## config.mk

```make
export PLATFORM = sky130hd
export DESIGN_NAME = dual_reg_i2c_slave
export DESIGN_NICKNAME = d
export VERILOG_FILES = /design/src/rtl/dr_pkg.sv /design/src/rtl/dr_line_filter.sv /design/src/rtl/dr_reg_bank.sv /design/src/rtl/dr_i2c_engine.sv /design/src/rtl/dual_reg_i2c_slave.sv
export SDC_FILE = /design/constraint.sdc
export NUM_CORES = 1
export LEC_CHECK = 0
export BUFFER_PORTS_ARGS = -buffer_cell sky130_fd_sc_hd__buf_2
export CORE_UTILIZATION = 45
export CTS_CLUSTER_SIZE = 20
export DETAILED_ROUTE_END_ITERATION = 16
export HOLD_SLACK_MARGIN = 0.15
export SLEW_MARGIN = 0
export SYNTH_ARGS = -nofsm -noshare
export SYNTH_HDL_FRONTEND = slang
export SYNTH_SLANG_ARGS = --single-unit
```

## constraint.sdc

```tcl
create_clock -name clk_i -period 2.2 [get_ports clk_i]
set_input_delay 0.22 -clock clk_i [delete_from_list [all_inputs] [get_ports clk_i]]
set_output_delay 0.22 -clock clk_i [all_outputs]
set_load 0.02 [all_outputs]
```

## src/rtl/dr_pkg.sv

```systemverilog
package dr_pkg;
  localparam int CFG_A_W = 6;
  localparam int CFG_B_W = 5;
  localparam logic [5:0] ADDR_FIXED = 6'b000100;

  typedef enum logic [2:0] {
    ST_IDLE, ST_ADDR, ST_AACK, ST_WR, ST_DACK, ST_RD, ST_MACK, ST_SKIP
  } bus_st_e;
endpackage

```

## src/rtl/dr_line_filter.sv

```systemverilog
module dr_line_filter #(
  parameter int SYNC_STAGES = 2,
  parameter int FILT_LEN    = 3
) (
  input  logic clk_i,
  input  logic rst_ni,
  input  logic raw_i,
  output logic clean_o
);
  localparam int CW = $clog2(FILT_LEN + 1);

  logic [SYNC_STAGES-1:0] sync_q;
  logic [CW-1:0]          cnt_q;
  logic                   s;

  assign s = sync_q[SYNC_STAGES-1];

  always_ff @(posedge clk_i or negedge rst_ni) begin
    if (!rst_ni) begin
      sync_q  <= '1;
      cnt_q   <= '0;
      clean_o <= 1'b1;
    end else begin
      sync_q <= {sync_q[SYNC_STAGES-2:0], raw_i};
      if (s == clean_o) begin
        cnt_q <= '0;
      end else if (cnt_q == CW'(FILT_LEN - 1)) begin
        clean_o <= s;
        cnt_q   <= '0;
      end else begin
        cnt_q <= cnt_q + 1'b1;
      end
    end
  end

  // output only follows a level seen on consecutive samples
  AST_FILT_HOLD: assert property (@(posedge clk_i) disable iff (!rst_ni)
    !$stable(clean_o) |-> ($past(s) == clean_o && $past(s, 2) == clean_o));
endmodule

```

## src/rtl/dr_reg_bank.sv

```systemverilog
module dr_reg_bank import dr_pkg::*; (
  input  logic               clk_i,
  input  logic               rst_ni,
  input  logic               wr_en_i,
  input  logic [7:0]         wr_data_i,
  input  logic               otemp_i,
  input  logic               ovl_a_i,
  input  logic               ovl_b_i,
  output logic [CFG_A_W-1:0] cfg_a_o,
  output logic [CFG_B_W-1:0] cfg_b_o,
  output logic [7:0]         rd_a_o,
  output logic [7:0]         rd_b_o
);
  always_ff @(posedge clk_i or negedge rst_ni) begin
    if (!rst_ni) begin
      cfg_a_o <= '0;
      cfg_b_o <= '0;
    end else if (otemp_i) begin
      cfg_a_o <= '0;
      cfg_b_o <= '0;
    end else if (wr_en_i) begin
      if (!wr_data_i[7]) cfg_a_o <= wr_data_i[6:1];
      else               cfg_b_o <= wr_data_i[6:2];
    end
  end

  assign rd_a_o = {1'b0, cfg_a_o, ovl_a_i};
  assign rd_b_o = {1'b1, cfg_b_o, otemp_i, ovl_b_i};

  AST_OT_WIPE: assert property (@(posedge clk_i) disable iff (!rst_ni)
    otemp_i |=> (cfg_a_o == '0 && cfg_b_o == '0));
  AST_SEL_A_KEEPS_B: assert property (@(posedge clk_i) disable iff (!rst_ni)
    (wr_en_i && !otemp_i && !wr_data_i[7]) |=> $stable(cfg_b_o));
  AST_SEL_B_KEEPS_A: assert property (@(posedge clk_i) disable iff (!rst_ni)
    (wr_en_i && !otemp_i && wr_data_i[7]) |=> $stable(cfg_a_o));
endmodule

```

## src/rtl/dr_i2c_engine.sv

```systemverilog
module dr_i2c_engine import dr_pkg::*; (
  input  logic       clk_i,
  input  logic       rst_ni,
  input  logic       scl_i,
  input  logic       sda_i,
  input  logic       addr_sel_i,
  input  logic       pwr_ok_i,
  input  logic [7:0] rd_a_i,
  input  logic [7:0] rd_b_i,
  output logic       wr_en_o,
  output logic [7:0] wr_data_o,
  output logic       sda_oe_o
);
  bus_st_e    st_q;
  logic       scl_q, sda_q;
  logic [2:0] cnt_q;
  logic [7:0] sh_q;
  logic       rw_q, flag_q, next_b_q;
  logic       start_c, stop_c, rise_c, fall_c, ack_drv;

  assign start_c = scl_i & scl_q & sda_q & ~sda_i;
  assign stop_c  = scl_i & scl_q & ~sda_q & sda_i;
  assign rise_c  = scl_i & ~scl_q;
  assign fall_c  = ~scl_i & scl_q;

  always_ff @(posedge clk_i or negedge rst_ni) begin
    if (!rst_ni) begin
      st_q      <= ST_IDLE;
      scl_q     <= 1'b1;
      sda_q     <= 1'b1;
      cnt_q     <= '0;
      sh_q      <= '0;
      rw_q      <= 1'b0;
      flag_q    <= 1'b0;
      next_b_q  <= 1'b0;
      wr_en_o   <= 1'b0;
      wr_data_o <= '0;
    end else begin
      scl_q   <= scl_i;
      sda_q   <= sda_i;
      wr_en_o <= 1'b0;
      if (start_c) begin
        st_q   <= ST_ADDR;
        cnt_q  <= '0;
        flag_q <= 1'b0;
      end else if (stop_c) begin
        st_q <= ST_IDLE;
      end else begin
        unique case (st_q)
          ST_ADDR, ST_WR: begin
            if (rise_c) begin
              sh_q  <= {sh_q[6:0], sda_i};
              cnt_q <= cnt_q + 1'b1;
              if (cnt_q == 3'd7) flag_q <= 1'b1;
            end else if (fall_c && flag_q) begin
              flag_q <= 1'b0;
              if (!pwr_ok_i) begin
                st_q <= ST_SKIP;
              end else if (st_q == ST_ADDR) begin
                if (sh_q[7:1] == {ADDR_FIXED, addr_sel_i}) begin
                  rw_q <= sh_q[0];
                  st_q <= ST_AACK;
                end else begin
                  st_q <= ST_SKIP;
                end
              end else begin
                wr_en_o   <= 1'b1;
                wr_data_o <= sh_q;
                st_q      <= ST_DACK;
              end
            end
          end
          ST_AACK: if (fall_c) begin
            cnt_q <= '0;
            if (rw_q) begin
              sh_q     <= rd_a_i;
              next_b_q <= 1'b1;
              st_q     <= ST_RD;
            end else begin
              st_q <= ST_WR;
            end
          end
          ST_DACK: if (fall_c) begin
            cnt_q <= '0;
            st_q  <= ST_WR;
          end
          ST_RD: if (fall_c) begin
            if (cnt_q == 3'd7) begin
              st_q <= ST_MACK;
            end else begin
              sh_q  <= {sh_q[6:0], 1'b1};
              cnt_q <= cnt_q + 1'b1;
            end
          end
          ST_MACK: begin
            if (rise_c) flag_q <= ~sda_i;
            else if (fall_c) begin
              if (flag_q) begin
                sh_q     <= next_b_q ? rd_b_i : rd_a_i;
                next_b_q <= ~next_b_q;
                cnt_q    <= '0;
                st_q     <= ST_RD;
              end else begin
                st_q <= ST_SKIP;
              end
              flag_q <= 1'b0;
            end
          end
          default: ;
        endcase
      end
    end
  end

  assign ack_drv  = (st_q == ST_AACK) || (st_q == ST_DACK);
  assign sda_oe_o = ack_drv || (st_q == ST_RD && !sh_q[7]);

  AST_ACK_NEEDS_PWR: assert property (@(posedge clk_i) disable iff (!rst_ni)
    $rose(ack_drv) |-> $past(pwr_ok_i));
  AST_SDA_MOVES_SCL_LOW: assert property (@(posedge clk_i) disable iff (!rst_ni)
    !$stable(sda_oe_o) |-> !scl_i);
  AST_WR_AFTER_ADDR: assert property (@(posedge clk_i) disable iff (!rst_ni)
    wr_en_o |-> (st_q == ST_DACK));
endmodule

```

## src/rtl/dual_reg_i2c_slave.sv

```systemverilog
module dual_reg_i2c_slave import dr_pkg::*; #(
  parameter int SYNC_STAGES = 2,
  parameter int FILT_LEN    = 3
) (
  input  logic               clk_i,
  input  logic               rst_ni,
  input  logic               scl_i,
  input  logic               sda_i,
  output logic               sda_oe_o,
  input  logic               addr_sel_i,
  input  logic               pwr_ok_i,
  input  logic               otemp_i,
  input  logic               ovl_a_i,
  input  logic               ovl_b_i,
  output logic [CFG_A_W-1:0] cfg_a_o,
  output logic [CFG_B_W-1:0] cfg_b_o
);
  logic [1:0] raw, clean;
  logic       wr_en;
  logic [7:0] wr_data, rd_a, rd_b;

  assign raw = {sda_i, scl_i};

  for (genvar g = 0; g < 2; g++) begin : g_line
    dr_line_filter #(.SYNC_STAGES(SYNC_STAGES), .FILT_LEN(FILT_LEN)) u_filt (
      .clk_i, .rst_ni, .raw_i(raw[g]), .clean_o(clean[g])
    );
  end

  dr_i2c_engine u_eng (
    .clk_i, .rst_ni,
    .scl_i(clean[0]), .sda_i(clean[1]),
    .addr_sel_i, .pwr_ok_i,
    .rd_a_i(rd_a), .rd_b_i(rd_b),
    .wr_en_o(wr_en), .wr_data_o(wr_data), .sda_oe_o
  );

  dr_reg_bank u_bank (
    .clk_i, .rst_ni,
    .wr_en_i(wr_en), .wr_data_i(wr_data),
    .otemp_i, .ovl_a_i, .ovl_b_i,
    .cfg_a_o, .cfg_b_o,
    .rd_a_o(rd_a), .rd_b_o(rd_b)
  );
endmodule

```

==> impl_metrics.tcl <==
set metrics [dict create \
    pwr_density_cell_mw_per_mm2 1246 \
    drt_iter0_drc 121 \
    pwr-share-clk_pct 19.6 \
    setup_viol 0 \
    cts_made_buffers 5 \
    htree_num_levels 2 \
    pwr-share-seq_pct 40.8 \
    initial_core_util_pct 47.27 \
    cts_resized 0 \
    layout_commonest_cell "dfrtp_1" \
    rsz0062_at_grt "false" \
    syn_area_mm2 0.002445 \
    fmax_ghz 0.5046 \
    clk_path_buf_depth 2 \
    p_int_mw 2.237 \
    grt_start_max_net_pins 27 \
    nets 274 \
    finClkSkew_ps 7.536 \
    finalHoldViolations 0 \
    grt_overflow_total 0 \
    dr.pass1.iters 4 \
    holdBufCountCts 3 \
    p_total_mw 3.517 \
    ys_ff_latch 48 \
    worstSetupPathType "reg2out" \
    final_cell_mix "40 x dfrtp_1, 34 x nand2_1, 20 x buf_2, 17 x mux2_2, 16 x mux2i_1" \
    synth_flop_cell "dfrtp_1" \
    die_y_um 75.71 \
    required_ps 1980 \
    switching_share_pct 36.39 \
    setup.worst_path.end_class "primary output" \
    antennaDiodeCount 0 \
    first_global_vias 1691 \
    synthCells 234 \
    syn_avg_cell_area_um2 10.45 \
    hpwl_mm 3.633 \
    drt-total-wl_mm 5.024 \
    cp_data_arrival_time_ps 1760 \
    portBuffers 20 \
    die_area_mm2 0.005732 \
    cts.clk_slew.worst_paths_ps 90 \
    vdd_ir_drop_max_v 0.0005540 \
    fin_crit_ps 1982 \
    preCtsSetupSlack_ps 249.4 \
    drive_gt1_share_pct 28.03 \
    clock-sinks 48 \
    fin_crit_sh_pct 90.07 \
    synthArstFlopShare_pct 100.0 \
    worst_pin_slew_ps 599.3 \
    antenna_found_initial 0 \
    ant_nets 0 \
    setup_tns_ps 0 \
    die_w_um 75.71 \
    clk_latency_ps 300 \
    routedWlPerCell_um 15.04 \
    num_vias 1817 \
    p_switching_mw 1.280 \
    synth_edf_count 0 \
    post_drt_via_cell_ratio 5.440 \
    seq_area_frac_synth_pct 49.54 \
    grt_pass1_wl_mm 8.155 \
    syn_to_final_growth_pct 15.46 \
    fp.coreArea_mm2 0.005172 \
    max-cap-violations 0 \
    boundaryPins 21 \
    slew_violations 0 \
    grt_usage_pct 19.41 \
    postCtsSetupBuffers 0 \
    p_comb_share_pct 39.6 \
    drc_errors 0 \
    startpoint_type "register" \
    whs_ps 248.2 \
    crit_fanout 15 \
    ys_warn_count 0 \
    cts_root_buffer "clkbuf_8" \
    slew_headroom_pct 60.05 \
    synth_fp_nets 245 \
    worst_slack_ps 218.4 \
    power_leakage_nw 1.315 \
    synth_cell_types 41 \
    status "complete, no violations" \
    fp-row-count 26 \
    tritoncts "yes" \
    min_path_type "in2reg" \
    gp_congestion 0.8393 \
]
-- sequential cells by signal, indices dropped and copies added, names as in the netlist, 2 cells and up --
register and flops:
u_eng.sh_q 8, u_eng.wr_data_o 7, u_bank.cfg_a_o 6, u_bank.cfg_b_o 5, g_line.u_filt.cnt_q 4, g_line.u_filt.sync_q 4
u_eng.cnt_q 3, u_eng.st_q 3, g_line.u_filt.clean_o 2
-- logic make-up after synthesis --
logic type / count (synthesis) / synth area share (%)
simple gates: 82 / 17.55
flops: 48 / 49.54
compound gates: 46 / 11.82
mux: 36 / 16.07
buf+inv: 17 / 2.916
xor+xnor: 3 / 1.075
fa+ha+maj: 2 / 1.023
-- synthesized netlist by cell type (all sizes together), types with 3 or more instances --
master	number	share of area, %
mux2i	16	6.6
a31oi	3	0.77
dfrtp	40	41
nor2	11	1.7
nand3	12	2.9
nor3b	3	0.92
nor3	4	1.3
buf	6	1.2
inv	4	0.61
nand2b	6	1.5
clkbuf	7	1.1
a21boi	3	0.92
dfstp	8	8.6
a21oi	11	2.3
nand2	34	5.2
nor2b	7	1.8
o22ai	3	0.77
mux2	20	9.5
o21ai	15	3.1
-- worst paths after layout --
path	from	end	slack, ps	depth (start not counted)
setup reg to reg	u_eng.cnt_q[0]	u_eng.sh_q[5]	260	7
hold / removal	otemp_i	u_bank.cfg_b_o[3]	250	2
min in group asynchronous	rst_ni	u_eng.wr_en_o	460	2
max in group asynchronous	rst_ni	g_line[1].u_filt.sync_q[1]	1080	3
setup / recovery	u_eng.st_q[0]	sda_oe_o	220	5
hold reg to reg	g_line[0].u_filt.sync_q[0]	g_line[0].u_filt.sync_q[1]	360	0
-- routing by layer --
metal	vias to the layer above	global-route usage, %	routed length [µm]
met3	5	3.571	170
li1	878	-	-
met2	39	28.67	2252
met4	0	7.202	62
met5	-	0	0
met1	895	28.43	2538
-- through the flow --
stage | std cells | util, % | area [µm²]
floorplan | 234 | - | 2445
global placement | 323 | 51.55 | 2666
detailed placement | 323 | 51.55 | 2666
CTS | 334 | 54.57 | 2823
global route | 334 | 54.57 | 2823
finish | 334 | 54.57 | 2823
-- area by class of cell --
class | count | area, µm²
fillers | 458 | 2350
flip-flops and latches | 48 | 1211
multi-input cells | 169 | 1162
repair buffers | 35 | 220.2
clock buffers | 7 | 96.34
well taps | 70 | 87.58
clock inverters | 1 | 30.03
inverters | 4 | 15.01
-- worst max-delay path, stage by stage, from the launching register on --
cell and delay, ps:
dfrtp_1 500, buf_4 210, nand2b_1 220, buf_4 220, o21ai_0 130, buf_2 180
-- power by group through the flow --
| stage | clock, mW | combinational [mW] | sequential, mW |
|---|---|---|---|
| after floorplan | 0 | 1.16 | 1.32 |
| after global placement | 0 | 1.37 | 1.44 |
| after detailed placement | 0 | 1.40 | 1.45 |
| after CTS | 0.715 | 1.40 | 1.43 |
| after global routing | 0.747 | 1.56 | 1.48 |
| final | 0.688 | 1.39 | 1.44 |
(Power assumes the default switching activity.)
